<file path="src/rtl/wdt_pkg.sv">
package wdt_pkg;
  localparam int A_CODE_W   = 2;
  localparam int B_CODE_W   = 4;
  localparam int A_LOG_STEP = 3;
  localparam int A_CNT_W    = A_LOG_STEP * ((1 << A_CODE_W) - 1);
  localparam int CFG_W      = 1 + A_CODE_W + B_CODE_W;

  typedef struct packed {
    logic                hard_en;
    logic [A_CODE_W-1:0] a_code;
    logic [B_CODE_W-1:0] b_code;
  } wdt_cfg_t;

  // terminal count of the first stage: 8^code - 1
  function automatic logic [A_CNT_W-1:0] a_div_m1(input logic [A_CODE_W-1:0] code);
    logic [A_CNT_W:0] p;
    p = {{A_CNT_W{1'b0}}, 1'b1} << (A_LOG_STEP * code);
    p = p - {{A_CNT_W{1'b0}}, 1'b1};
    return p[A_CNT_W-1:0];
  endfunction
endpackage

</file>
<file path="src/rtl/wdt_prescaler.sv">
module wdt_prescaler #(
  parameter int W = 4
) (
  input  logic         clk,
  input  logic         rst,
  input  logic         clr,
  input  logic         step_in,
  input  logic [W-1:0] ratio_m1,
  output logic         carry
);
  logic [W-1:0] cnt;
  logic         at_end;

  assign at_end = (cnt >= ratio_m1);
  assign carry  = step_in & at_end;

  always_ff @(posedge clk) begin
    if (rst || clr) begin
      cnt <= '0;
    end else if (step_in) begin
      cnt <= at_end ? '0 : cnt + 1'b1;
    end
  end
endmodule

</file>
<file path="src/rtl/wdt_timeout_ctr.sv">
module wdt_timeout_ctr #(
  parameter int TICKS = 16
) (
  input  logic clk,
  input  logic rst,
  input  logic clr,
  input  logic step_in,
  output logic expire
);
  localparam int CW = (TICKS > 1) ? $clog2(TICKS) : 1;
  localparam logic [CW-1:0] LAST = CW'(TICKS - 1);

  logic [CW-1:0] cnt;
  logic          at_last;

  assign at_last = (cnt == LAST);
  assign expire  = step_in & at_last;

  always_ff @(posedge clk) begin
    if (rst || clr) begin
      cnt <= '0;
    end else if (step_in) begin
      cnt <= at_last ? '0 : cnt + 1'b1;
    end
  end
endmodule

</file>
<file path="src/rtl/wdt_cascade.sv">
module wdt_cascade
  import wdt_pkg::*;
#(
  parameter int TIMEOUT_TICKS = 16
) (
  input  logic             clk,
  input  logic             rst,
  input  logic             osc_tick,
  input  logic [CFG_W-1:0] cfg_word,
  input  logic             sw_en,
  input  logic             kick,
  output logic             wdt_rst_pulse,
  output logic             timeout_seen
);
  wdt_cfg_t           cfg_q;
  logic               hard_en_q;
  logic               run;
  logic               step;
  logic [A_CNT_W-1:0] a_m1;
  logic               a_carry;
  logic               b_carry;
  logic               expire;

  // configuration is captured only while reset is held
  always_ff @(posedge clk) begin
    if (rst) cfg_q <= wdt_cfg_t'(cfg_word);
  end

  assign hard_en_q = cfg_q.hard_en;
  assign run       = hard_en_q | sw_en;
  assign step      = osc_tick & run & ~kick;
  assign a_m1      = a_div_m1(cfg_q.a_code);

  wdt_prescaler #(.W(A_CNT_W)) u_pre_a (
    .clk      (clk),
    .rst      (rst),
    .clr      (kick),
    .step_in  (step),
    .ratio_m1 (a_m1),
    .carry    (a_carry)
  );

  wdt_prescaler #(.W(B_CODE_W)) u_pre_b (
    .clk      (clk),
    .rst      (rst),
    .clr      (kick),
    .step_in  (a_carry),
    .ratio_m1 (cfg_q.b_code),
    .carry    (b_carry)
  );

  wdt_timeout_ctr #(.TICKS(TIMEOUT_TICKS)) u_tmo (
    .clk     (clk),
    .rst     (rst),
    .clr     (kick),
    .step_in (b_carry),
    .expire  (expire)
  );

  always_ff @(posedge clk) begin
    if (rst) begin
      wdt_rst_pulse <= 1'b0;
      timeout_seen  <= 1'b0;
    end else begin
      wdt_rst_pulse <= expire;
      if (expire) timeout_seen <= 1'b1;
    end
  end
endmodule

</file>
<file path="config.mk">
export PLATFORM = sky130hd
export DESIGN_NAME = wdt_cascade
export DESIGN_NICKNAME = d
export VERILOG_FILES = /design/src/rtl/wdt_pkg.sv /design/src/rtl/wdt_prescaler.sv /design/src/rtl/wdt_timeout_ctr.sv /design/src/rtl/wdt_cascade.sv
export SDC_FILE = /design/constraint.sdc
export NUM_CORES = 1
export LEC_CHECK = 0
export BUFFER_PORTS_ARGS = -buffer_cell sky130_fd_sc_hd__buf_2
export CAP_MARGIN = 40
export CELL_PAD_IN_SITES_DETAIL_PLACEMENT = 0
export CELL_PAD_IN_SITES_GLOBAL_PLACEMENT = 2
export CORE_ASPECT_RATIO = 1.2
export CORE_MARGIN = 3
export CORE_UTILIZATION = 33
export CTS_CLUSTER_SIZE = 14
export DETAILED_ROUTE_END_ITERATION = 10
export GPL_ROUTABILITY_DRIVEN = 0
export PLACE_DENSITY_LB_ADDON = 0.05
export SYNTH_ARGS = -nofsm -noshare
export SYNTH_HDL_FRONTEND = slang
export SYNTH_HIERARCHICAL = 1
export SYNTH_SLANG_ARGS = --single-unit
</file>
<file path="constraint.sdc">
create_clock -name clk -period 3.1 [get_ports clk]
set_clock_uncertainty 0.15 [all_clocks]
set_input_delay 0.62 -clock clk [delete_from_list [all_inputs] [get_ports clk]]
set_output_delay 0.62 -clock clk [all_outputs]
set_load 0.01 [all_outputs]
</file>
; ---- Yosys cells after proc, flatten, opt, wreduce, memory -nomap -nowiden
; Cells that the tools add are included.
[word_totals]
reg_bits = 26
in_bits = 12
output_inout_bits = 2
[op_classes]
n_addsub = 4
multipliers = 1
n_lt_le_gt_ge = 2
eq_ne = 1
shifts = 1
muxes = 3
bitwise = 7
n_reduce_logical = 1
[op_table]
columns = op, n
row1 = "9-bit by 1-bit adder with 9-bit output, second input constant", 1
row2 = 9-bit >= comparator, 1
row3 = 9-bit 2-to-1 mux, 1
row4 = "1-bit by 4-bit << shifter with 9-bit output, first input constant", 1
row5 = "9-bit by 1-bit subtractor with 9-bit output, second input constant", 1
row6 = "4-bit by 1-bit adder with 4-bit output, second input constant", 2
row7 = 4-bit 2-to-1 mux, 2
row8 = 1-bit AND, 5
row9 = "4-bit == test, second input constant", 1
row10 = 4-bit >= comparator, 1
row11 = "2-bit by 2-bit multiplier with 4-bit output, first input constant", 1
row12 = 1-bit logical OR, 1
row13 = 1-bit NOT, 1
row14 = 1-bit bitwise OR, 1

; ---- Longest topological paths before layout
; Gate-level depths: netlist (run 1).
[depth]
ltp_word = 7
depth_mapped = 14
depth_no_buf = 13

; ---- Modules after synthesis
; Netlist (run 1), hierarchy kept.
[modules_own_cells]
columns = module, n_inst, cells_each, area_per_inst_um2, seq_area_each_um2
row1 = wdt_prescaler at u_pre_a, 1, 84, 651.9, 180.2
row2 = wdt_prescaler at u_pre_b, 1, 36, 329.1, 80.1
row3 = wdt_cascade, 1, 19, 316.6, 250.2
row4 = wdt_timeout_ctr, 1, 17, 173.9, 80.1

; ---- Worst setup path after synthesis (run 1)
; No wires, ideal clock.
[synth_timing]
kind = reg-to-reg
start = register cfg_q[5] (netlist bit)
end = register u_tmo.cnt[0]
arrival_time_ns = 2.768
t_required_ns = 2.886
setup_slack_ns = 0.118
path_stages_with_launch = 15
n_path_buf = 1
synth_period_minus_slack_ns = 2.982
cell_sequence = edfxtp_1 -> or2_1 -> ha_1 -> inv_1 -> inv_1 -> ha_1 -> nand2_1 -> nor2_1 -> a211oi_4 -> nor2_1 -> clkbuf_1 -> and2_1 -> and4_4 -> or3_1 -> nor2_1
[synth_via]
elab_chain_len = 6
[synth_lines]
columns = element, line_no
row1 = from (decl), wdt_cascade.sv:15  ; wdt_cfg_t cfg_q;
row2 = from (signal assigned), wdt_cascade.sv:26  ; if (rst) cfg_q <= wdt_cfg_t'(cfg_word);
row3 = 2-bit by 2-bit multiplier with 4-bit output, wdt_pkg.sv:17  ; p = {{A_CNT_W{1'b0}}, 1'b1} << (A_LOG_STEP * code);
row4 = 1-bit by 4-bit << shifter with 9-bit output, wdt_pkg.sv:17
row5 = 9-bit by 1-bit subtractor with 9-bit output, wdt_pkg.sv:18  ; p = p - {{A_CNT_W{1'b0}}, 1'b1};
row6 = named net a_m1[0], wdt_cascade.sv:19  ; logic [A_CNT_W-1:0] a_m1;
row7 = 9-bit >= comparator, wdt_prescaler.sv:14  ; assign at_end = (cnt >= ratio_m1);
row8 = 1-bit AND, wdt_prescaler.sv:15  ; assign carry = step_in & at_end;
row9 = named net a_carry, wdt_cascade.sv:20  ; logic a_carry;
row10 = 1-bit AND, wdt_prescaler.sv:15
row11 = named net b_carry, wdt_cascade.sv:21  ; logic b_carry;
row12 = to (signal assigned), wdt_timeout_ctr.sv:23  ; cnt <= at_last ? '0 : cnt + 1'b1;
row13 = to (decl), wdt_timeout_ctr.sv:13  ; logic [CW-1:0] cnt;
; The timed path passes the listed nets, and every way through them passes these cells.
; A chain may end at the register's enable or synchronous reset.

; ---- Worst setup path after layout (run 1)
[layout_timing]
start = register cfg_q[5] (netlist bit)
end = register u_tmo.cnt[3]
; Same word-level chain as after synthesis.

==> results of run 1 <==
synthesized netlist by cell type, types with 2 or more instances:
cell type  instances
or2_2              2
dfxtp_1           19
ha_1              17
nor2_1            19
xor2_1             5
xnor2_1            3
nand4_1            3
edfxtp_1           7
inv_1             14
o211ai_1           2
nor3_1             4
nor2b_1            2
a21oi_1            9
nand2_1           10
a31oi_1            2
nand2b_1           4
nand3_1            9
power groups by stage:
stage | combinational, mW | clock (mW) | sequential [mW]
CTS | 0.0683 | 0.209 | 0.360
floorplan | 0.0464 | 0 | 0.367
finish | 0.0668 | 0.194 | 0.360
global route | 0.0786 | 0.221 | 0.361
detailed placement | 0.0679 | 0 | 0.368
global placement | 0.0673 | 0 | 0.367
routing by layer:
metal	up-vias	global-route usage (%)	wire length, um
li1	575	-	-
met1	509	13.84	1203
met2	17	23.12	1451
met3	4	2.405	90
met4	0	3.651	30
met5	-	0	0
area by class of cell:
cell class	count	area, um^2	area share (%)
clock inverter	1	3.754	0.2256
sequential	26	590.6	35.49
timing repair buffer	16	87.58	5.263
tap	54	67.56	4.060
clock buffer	3	41.29	2.481
inverter	15	56.30	3.383
multi-input combinational	113	817.0	49.10
cells by family after synthesis:
kind of cell / count (synthesis) / synth area share [%]
buffers and inverters: 17 / 4.336
XOR/XNOR: 8 / 4.762
multiplexers: 1 / 0.6803
flip-flops: 26 / 40.14
AO/OA/AOI/OAI: 24 / 13.18
adder cells (fa/ha/maj): 17 / 14.46
AND/OR/NAND/NOR: 63 / 22.45
flip-flops by register name (all words and copies together) (netlist names):
name           count
wdt_rst_pulse      1
u_pre_b/cnt        4
u_pre_a/cnt        9
hard_en_q          1
timeout_seen       1
u_tmo/cnt          4
cfg_q              6
stage by stage:
step,setup slack (ns),cell area (um^2)
after CTS,0.2450,1664
after floorplan,0.1180,1471
after detailed placement,0.2683,1619
after global routing,0.1124,1664
after global placement,0.3261,1619
final,0.2663,1664
cell usage in the layout, fill, tap and decap left out, drive strengths merged, types with 2 or more instances in the layout:
cell type  Yosys  layout
nor3           4       4
nand2         10      10
buf            1      16
nand2b         5       5
clkinv         1       2
a31oi          2       2
a211oi         2       2
o21ai          3       3
edfxtp         7       7
a21oi         10      10
nor2          20      20
clkbuf         1       3
xor2           5       5
xnor2          3       3
nand4          3       3
or2            3       3
inv           14      14
a2111oi        2       2
o211ai         2       2
nor2b          3       3
and2           2       2
ha            17      17
dfxtp         19      19
nand3          9       9
worst reg2reg max path, stage by stage (launching register included):
cell,delay [ns]
edfxtp_1,0.41
or2_1,0.29
ha_1,0.28
inv_1,0.05
inv_1,0.03
ha_1,0.27
nand2_1,0.06
nor2_1,0.07
a211oi_4,0.25
nor2_1,0.08
and2_1,0.21
and4_4,0.20
or3_1,0.32
nor2_1,0.11
worst paths after layout:
check	startpoint	end	slack, ns	depth (start not counted)
setup reg to reg	cfg_q[5]$_DFFE_PP_	u_tmo/cnt[3]$_SDFFE_PP0P_	0.27	13
hold / removal	timeout_seen$_SDFFE_PP0P_	timeout_seen$_SDFFE_PP0P_	0.32	2
setup / recovery	cfg_q[5]$_DFFE_PP_	u_tmo/cnt[3]$_SDFFE_PP0P_	0.27	13
hold reg to reg	timeout_seen$_SDFFE_PP0P_	timeout_seen$_SDFFE_PP0P_	0.32	2
==> results.sh, run 1 <==
export IMPL_antenna_found_initial=0
export IMPL_worst_pin_slew_ns=0.4250
export IMPL_vias=1105
export IMPL_synth_top_cell_by_area="dfxtp_1"
export IMPL_synth_edff_count=7
export IMPL_clock_path_buffers=2
export IMPL_cp_arrival_ns=2.89
export IMPL_cts_root_buffer="clkbuf_8"
export IMPL_totalNegativeSetupSlack_ns=0
export IMPL_maxSlewViolCount=0
export IMPL_wl_per_cell_um=12.18
export IMPL_period_share_pct=91.41
export IMPL_synth_top_cell_area_share_pct=25.85
export IMPL_chipHeight_um=79.15
export IMPL_relSlewSlack_pct=71.54
export IMPL_nFillCells=447
export IMPL_syn_cell_area_mm2=0.001471
export IMPL_combinationalPowerShare_pct=10.8
export IMPL_ys_seq_area_share_pct=40.14
export IMPL_cp_cell_sequence="or2_1 > ha_1 > inv_1 > inv_1 > ha_1 > nand2_1 > nor2_1 > a211oi_4 > nor2_1 > and2_1 > and4_4 > or3_1 > nor2_1"
export IMPL_grt_pass1_vias=1121
export IMPL_syn_avg_cell_area_um2=9.432
export IMPL_clkSinkCount=26
export IMPL_status="finished, final reports clean"
export IMPL_totalWireLength_um=2776
export IMPL_end_kind="flip-flop"
export IMPL_clockPowerShare_pct=31.3
export IMPL_cts_hold_buffers=0
export IMPL_cp_required_ns=3.16
export IMPL_portBuffers=13
export IMPL_power_switching_mw=0.1463
export IMPL_synthDistinctLibCells=42
export IMPL_cts_made_buffers=3
export IMPL_grt_pass1_wl_um=5092
export IMPL_drive_gt1_share_pct=18.97
export IMPL_drc=0
export IMPL_synth_area_leaders="dfxtp_1 (26%), ha_1 (14%), edfxtp_1 (14%)"
export IMPL_p_leak_nw=0.6760
export IMPL_dieArea_mm2=0.005299
export IMPL_grt_max_degree=15
export IMPL_htreeDepth=1
export IMPL_area_growth_pct=13.10
export IMPL_via_per_inst=4.846
export IMPL_start_util_pct=35.64
export IMPL_holdWs_ns=0.3174
export IMPL_syn_num_nets=185
export IMPL_synthCells=156
export IMPL_period_minus_slack_ns=2.834
export IMPL_dp_hpwl_um=2180
export IMPL_max_freq_mhz=352.9
export IMPL_max_stage_delay_ns=0.41
export IMPL_setup_viol=0
export IMPL_hold_path_class="flip-flop to flip-flop"
export IMPL_cts_setup_buffers=0
export IMPL_path_delay_family="simple AND/OR/NAND/NOR gates"
export IMPL_critPathSlowestCell="edfxtp_1"
export IMPL_n_antenna_cell=0
export IMPL_drtIter0Drc=47
export IMPL_powerDensity_mw_per_mm2=373.1
export IMPL_start_kind="flip-flop"
export IMPL_core_area_mm2=0.004129
export IMPL_rsz0062_at_grt="false"
export IMPL_grtUsageTotal_pct=12.39
export IMPL_dr_pass1_iters=4
export IMPL_synth_flop_cell="dfxtp_1"
export IMPL_die_x_um=66.96
export IMPL_clk_latency_ns=0.27
export IMPL_seqPwrFrac_pct=57.9
export IMPL_postLayoutCoreUtil_pct=40.30
export IMPL_cts_tree="built"
export IMPL_grt_overflow_total=0
export IMPL_rows=25
export IMPL_cap_violations=0
export IMPL_hold_violations=0
export IMPL_async_flop_share_pct=0
export IMPL_yosys_warnings=6
export IMPL_pin_count=14
export IMPL_swShare_pct=23.56
export IMPL_clk_pin_slew_ns=0.09
export IMPL_place_inst=224
export IMPL_p_total_mw=0.6208
export IMPL_cp_max_fo=5
export IMPL_crit_type="flip-flop to flip-flop"
export IMPL_final_nets=204
export IMPL_cts_resized=0
export IMPL_ant_nets=0
export IMPL_p_int_mw=0.4745
export IMPL_crit_buf_inv=2
export IMPL_cp_common_cell="nor2_1"
export IMPL_irDropWorstVdd_mv=0.1571
export IMPL_ys_seq_elements=26
export IMPL_final_cell_count_no_fill=228
Note: power is estimated with default switching activity, not from simulation.
==> inputs of run 2 (changes only) <==
--- a/config.mk
+++ b/config.mk
@@ -11,7 +11,7 @@
 export CELL_PAD_IN_SITES_GLOBAL_PLACEMENT = 2
 export CORE_ASPECT_RATIO = 1.2
 export CORE_MARGIN = 3
-export CORE_UTILIZATION = 33
+export CORE_UTILIZATION = 26
 export CTS_CLUSTER_SIZE = 14
 export DETAILED_ROUTE_END_ITERATION = 10
 export GPL_ROUTABILITY_DRIVEN = 0
==> run 2 against run 1 <==
Compared with the run above: highest routed layer unchanged; clock power grew 3%; critical path depth stayed put; largest cell class unchanged; flip-flop and latch count is the same; worst setup slack got worse by 0.013 ns.
==> results.sh, run 2 (synthesis results as in run 1) <==
export IMPL_die_x_um=74.68
export IMPL_cp_common_cell="nor2_1"
export IMPL_cp_max_fo=5
export IMPL_end_kind="flip-flop"
export IMPL_irDropWorstVdd_mv=0.1756
export IMPL_reg_top3="u_pre_a/cnt (9), cfg_q (6)"
export IMPL_crit_type="flip-flop to flip-flop"
export IMPL_worst_slack_ns=0.2537
export IMPL_combinationalPowerShare_pct=10.8
export IMPL_n_antenna_cell=0
export IMPL_rr_startpoint="cfg_q[5]$_DFFE_PP_"
export IMPL_cts_hold_buffers=0
export IMPL_cp_arrival_ns=2.91
export IMPL_clkSinkCount=26
export IMPL_grt_max_degree=15
export IMPL_period_share_pct=91.82
export IMPL_dpl_worst_slack_ns=0.2199
export IMPL_largest_register="u_pre_a/cnt"
export IMPL_rows=29
export IMPL_reg2regPathDepth=13
export IMPL_via_per_inst=4.637
export IMPL_r2r_end="u_tmo/cnt[3]$_SDFFE_PP0P_"
export IMPL_portBuffers=13
export IMPL_p_leak_nw=0.6809
export IMPL_maxSlewViolCount=0
export IMPL_cts_made_buffers=3
export IMPL_powerDensity_mw_per_mm2=373.4
export IMPL_dr_pass1_iters=4
export IMPL_grt_pass1_wl_um=4968
export IMPL_cts_setup_buffers=0
export IMPL_clockPowerShare_pct=31.9
export IMPL_drive_gt1_share_pct=19.43
export IMPL_chipHeight_um=88.41
export IMPL_clk_latency_ns=0.27
export IMPL_vias=1099
export IMPL_power_switching_mw=0.1491
export IMPL_cts_resized=0
export IMPL_hold_depth=2
export IMPL_clk_pin_slew_ns=0.09
export IMPL_cp_required_ns=3.16
export IMPL_status="finished, final reports clean"
export IMPL_p_int_mw=0.4787
export IMPL_max_freq_mhz=351.3
export IMPL_r2r_slack_ns=0.25
export IMPL_crit_buf_inv=2
export IMPL_antenna_found_initial=0
export IMPL_final_nets=205
export IMPL_totalWireLength_um=2945
export IMPL_hold_violations=0
export IMPL_dp_hpwl_um=2386
export IMPL_rsz0062_at_grt="false"
export IMPL_clock_path_buffers=2
export IMPL_largest_reg_flops=9
export IMPL_worst_pin_slew_ns=0.3945
export IMPL_holdWs_ns=0.3259
export IMPL_start_util_pct=27.40
export IMPL_pin_count=14
export IMPL_cts_tree="built"
export IMPL_relSlewSlack_pct=73.70
export IMPL_cp_cell_sequence="or2_1 > ha_1 > inv_1 > inv_1 > ha_1 > a21oi_1 > nor2_1 > a211oi_4 > nor2_1 > and2_1 > and4_4 > or3_1 > nor2_1"
export IMPL_grt_overflow_total=0
export IMPL_critPathSlowestCell="edfxtp_1"
export IMPL_swShare_pct=23.75
export IMPL_hold_path_class="flip-flop to flip-flop"
export IMPL_final_cell_mix="nor2_1 (19), dfxtp_1 (19), ha_1 (17)"
export IMPL_grt_pass1_vias=1124
export IMPL_min_to="timeout_seen$_SDFFE_PP0P_"
export IMPL_period_minus_slack_ns=2.846
export IMPL_cap_violations=0
export IMPL_hp_start="timeout_seen$_SDFFE_PP0P_"
export IMPL_setup_viol=0
export IMPL_drtIter0Drc=48
export IMPL_core_area_mm2=0.005370
export IMPL_htreeDepth=1
export IMPL_wl_per_cell_um=12.43
export IMPL_dieArea_mm2=0.006602
export IMPL_cts_root_buffer="clkbuf_8"
export IMPL_seqPwrFrac_pct=57.3
export IMPL_place_inst=233
export IMPL_area_growth_pct=14.29
export IMPL_drc=0
export IMPL_max_stage_delay_ns=0.39
export IMPL_postLayoutCoreUtil_pct=31.31
export IMPL_start_kind="flip-flop"
export IMPL_path_delay_family="simple AND/OR/NAND/NOR gates"
export IMPL_grtUsageTotal_pct=9.940
export IMPL_totalNegativeSetupSlack_ns=0
export IMPL_final_cell_count_no_fill=237
export IMPL_ant_nets=0
==> run 2: changes by cell type in the layout (fill, tap and decap cells not counted), sizes merged <==
cell    change
buf         +1
clkbuf      +1
clkinv      -1
==> run 2: area by class of cell <==
class	instances	area, um^2
fill	588	3689
sequential	26	590.6
clock buffer	4	45.04
timing repair buffer	17	95.09
multi-input combinational	113	817.0
tap	62	77.57
inverter	15	56.30
==> run 2: power groups by stage <==
| stage | logic (mW) | clock network, mW | registers [mW] |
|---|---|---|---|
| 4_1_cts | 0.0703 | 0.212 | 0.360 |
| 6_report | 0.0680 | 0.200 | 0.359 |
| 2_1_floorplan | 0.0464 | 0 | 0.367 |
| 3_5_place_dp | 0.0698 | 0 | 0.368 |
| 3_3_place_gp | 0.0691 | 0 | 0.367 |
| 5_1_grt | 0.0792 | 0.221 | 0.361 |
==> run 2: worst max-delay path by stage <==
stage / startpoint / endpoint / slack [ns] / cells past startpoint
global route: cfg_q[5]$_DFFE_PP_ / u_tmo/cnt[3]$_SDFFE_PP0P_ / 0.06 / 13
floorplan: cfg_q[5]$_DFFE_PP_ / u_tmo/cnt[0]$_SDFFE_PP0P_ / 0.12 / 14
global placement: cfg_q[5]$_DFFE_PP_ / u_tmo/cnt[0]$_SDFFE_PP0P_ / 0.31 / 13
CTS: cfg_q[5]$_DFFE_PP_ / u_tmo/cnt[3]$_SDFFE_PP0P_ / 0.21 / 13
finish: cfg_q[5]$_DFFE_PP_ / u_tmo/cnt[3]$_SDFFE_PP0P_ / 0.25 / 13
detailed placement: cfg_q[5]$_DFFE_PP_ / u_tmo/cnt[3]$_SDFFE_PP0P_ / 0.22 / 13
==> run 2: per-layer routing <==
layer / vias to the layer above / track usage, % / share of wire [%]
li1: 578 / - / -
met5: - / 0 / 0
met4: 0 / 3.883 / 0.88
met3: 2 / 1.818 / 2.5
met2: 11 / 18.07 / 52
met1: 508 / 11.31 / 45
==> run 2: metrics by stage <==
step | cell area [um^2] | power, mW
global route | 1682 | 0.6612
detailed placement | 1637 | 0.4374
CTS | 1682 | 0.6417
floorplan | 1471 | 0.4132
global placement | 1637 | 0.4365
finish | 1682 | 0.6278
==> run 2: tightest hold or removal path, stage by stage (launching register included) <==
cell and delay, ns:
dfxtp_1 0.33, nor2_1 0.04, nor2_1 0.07
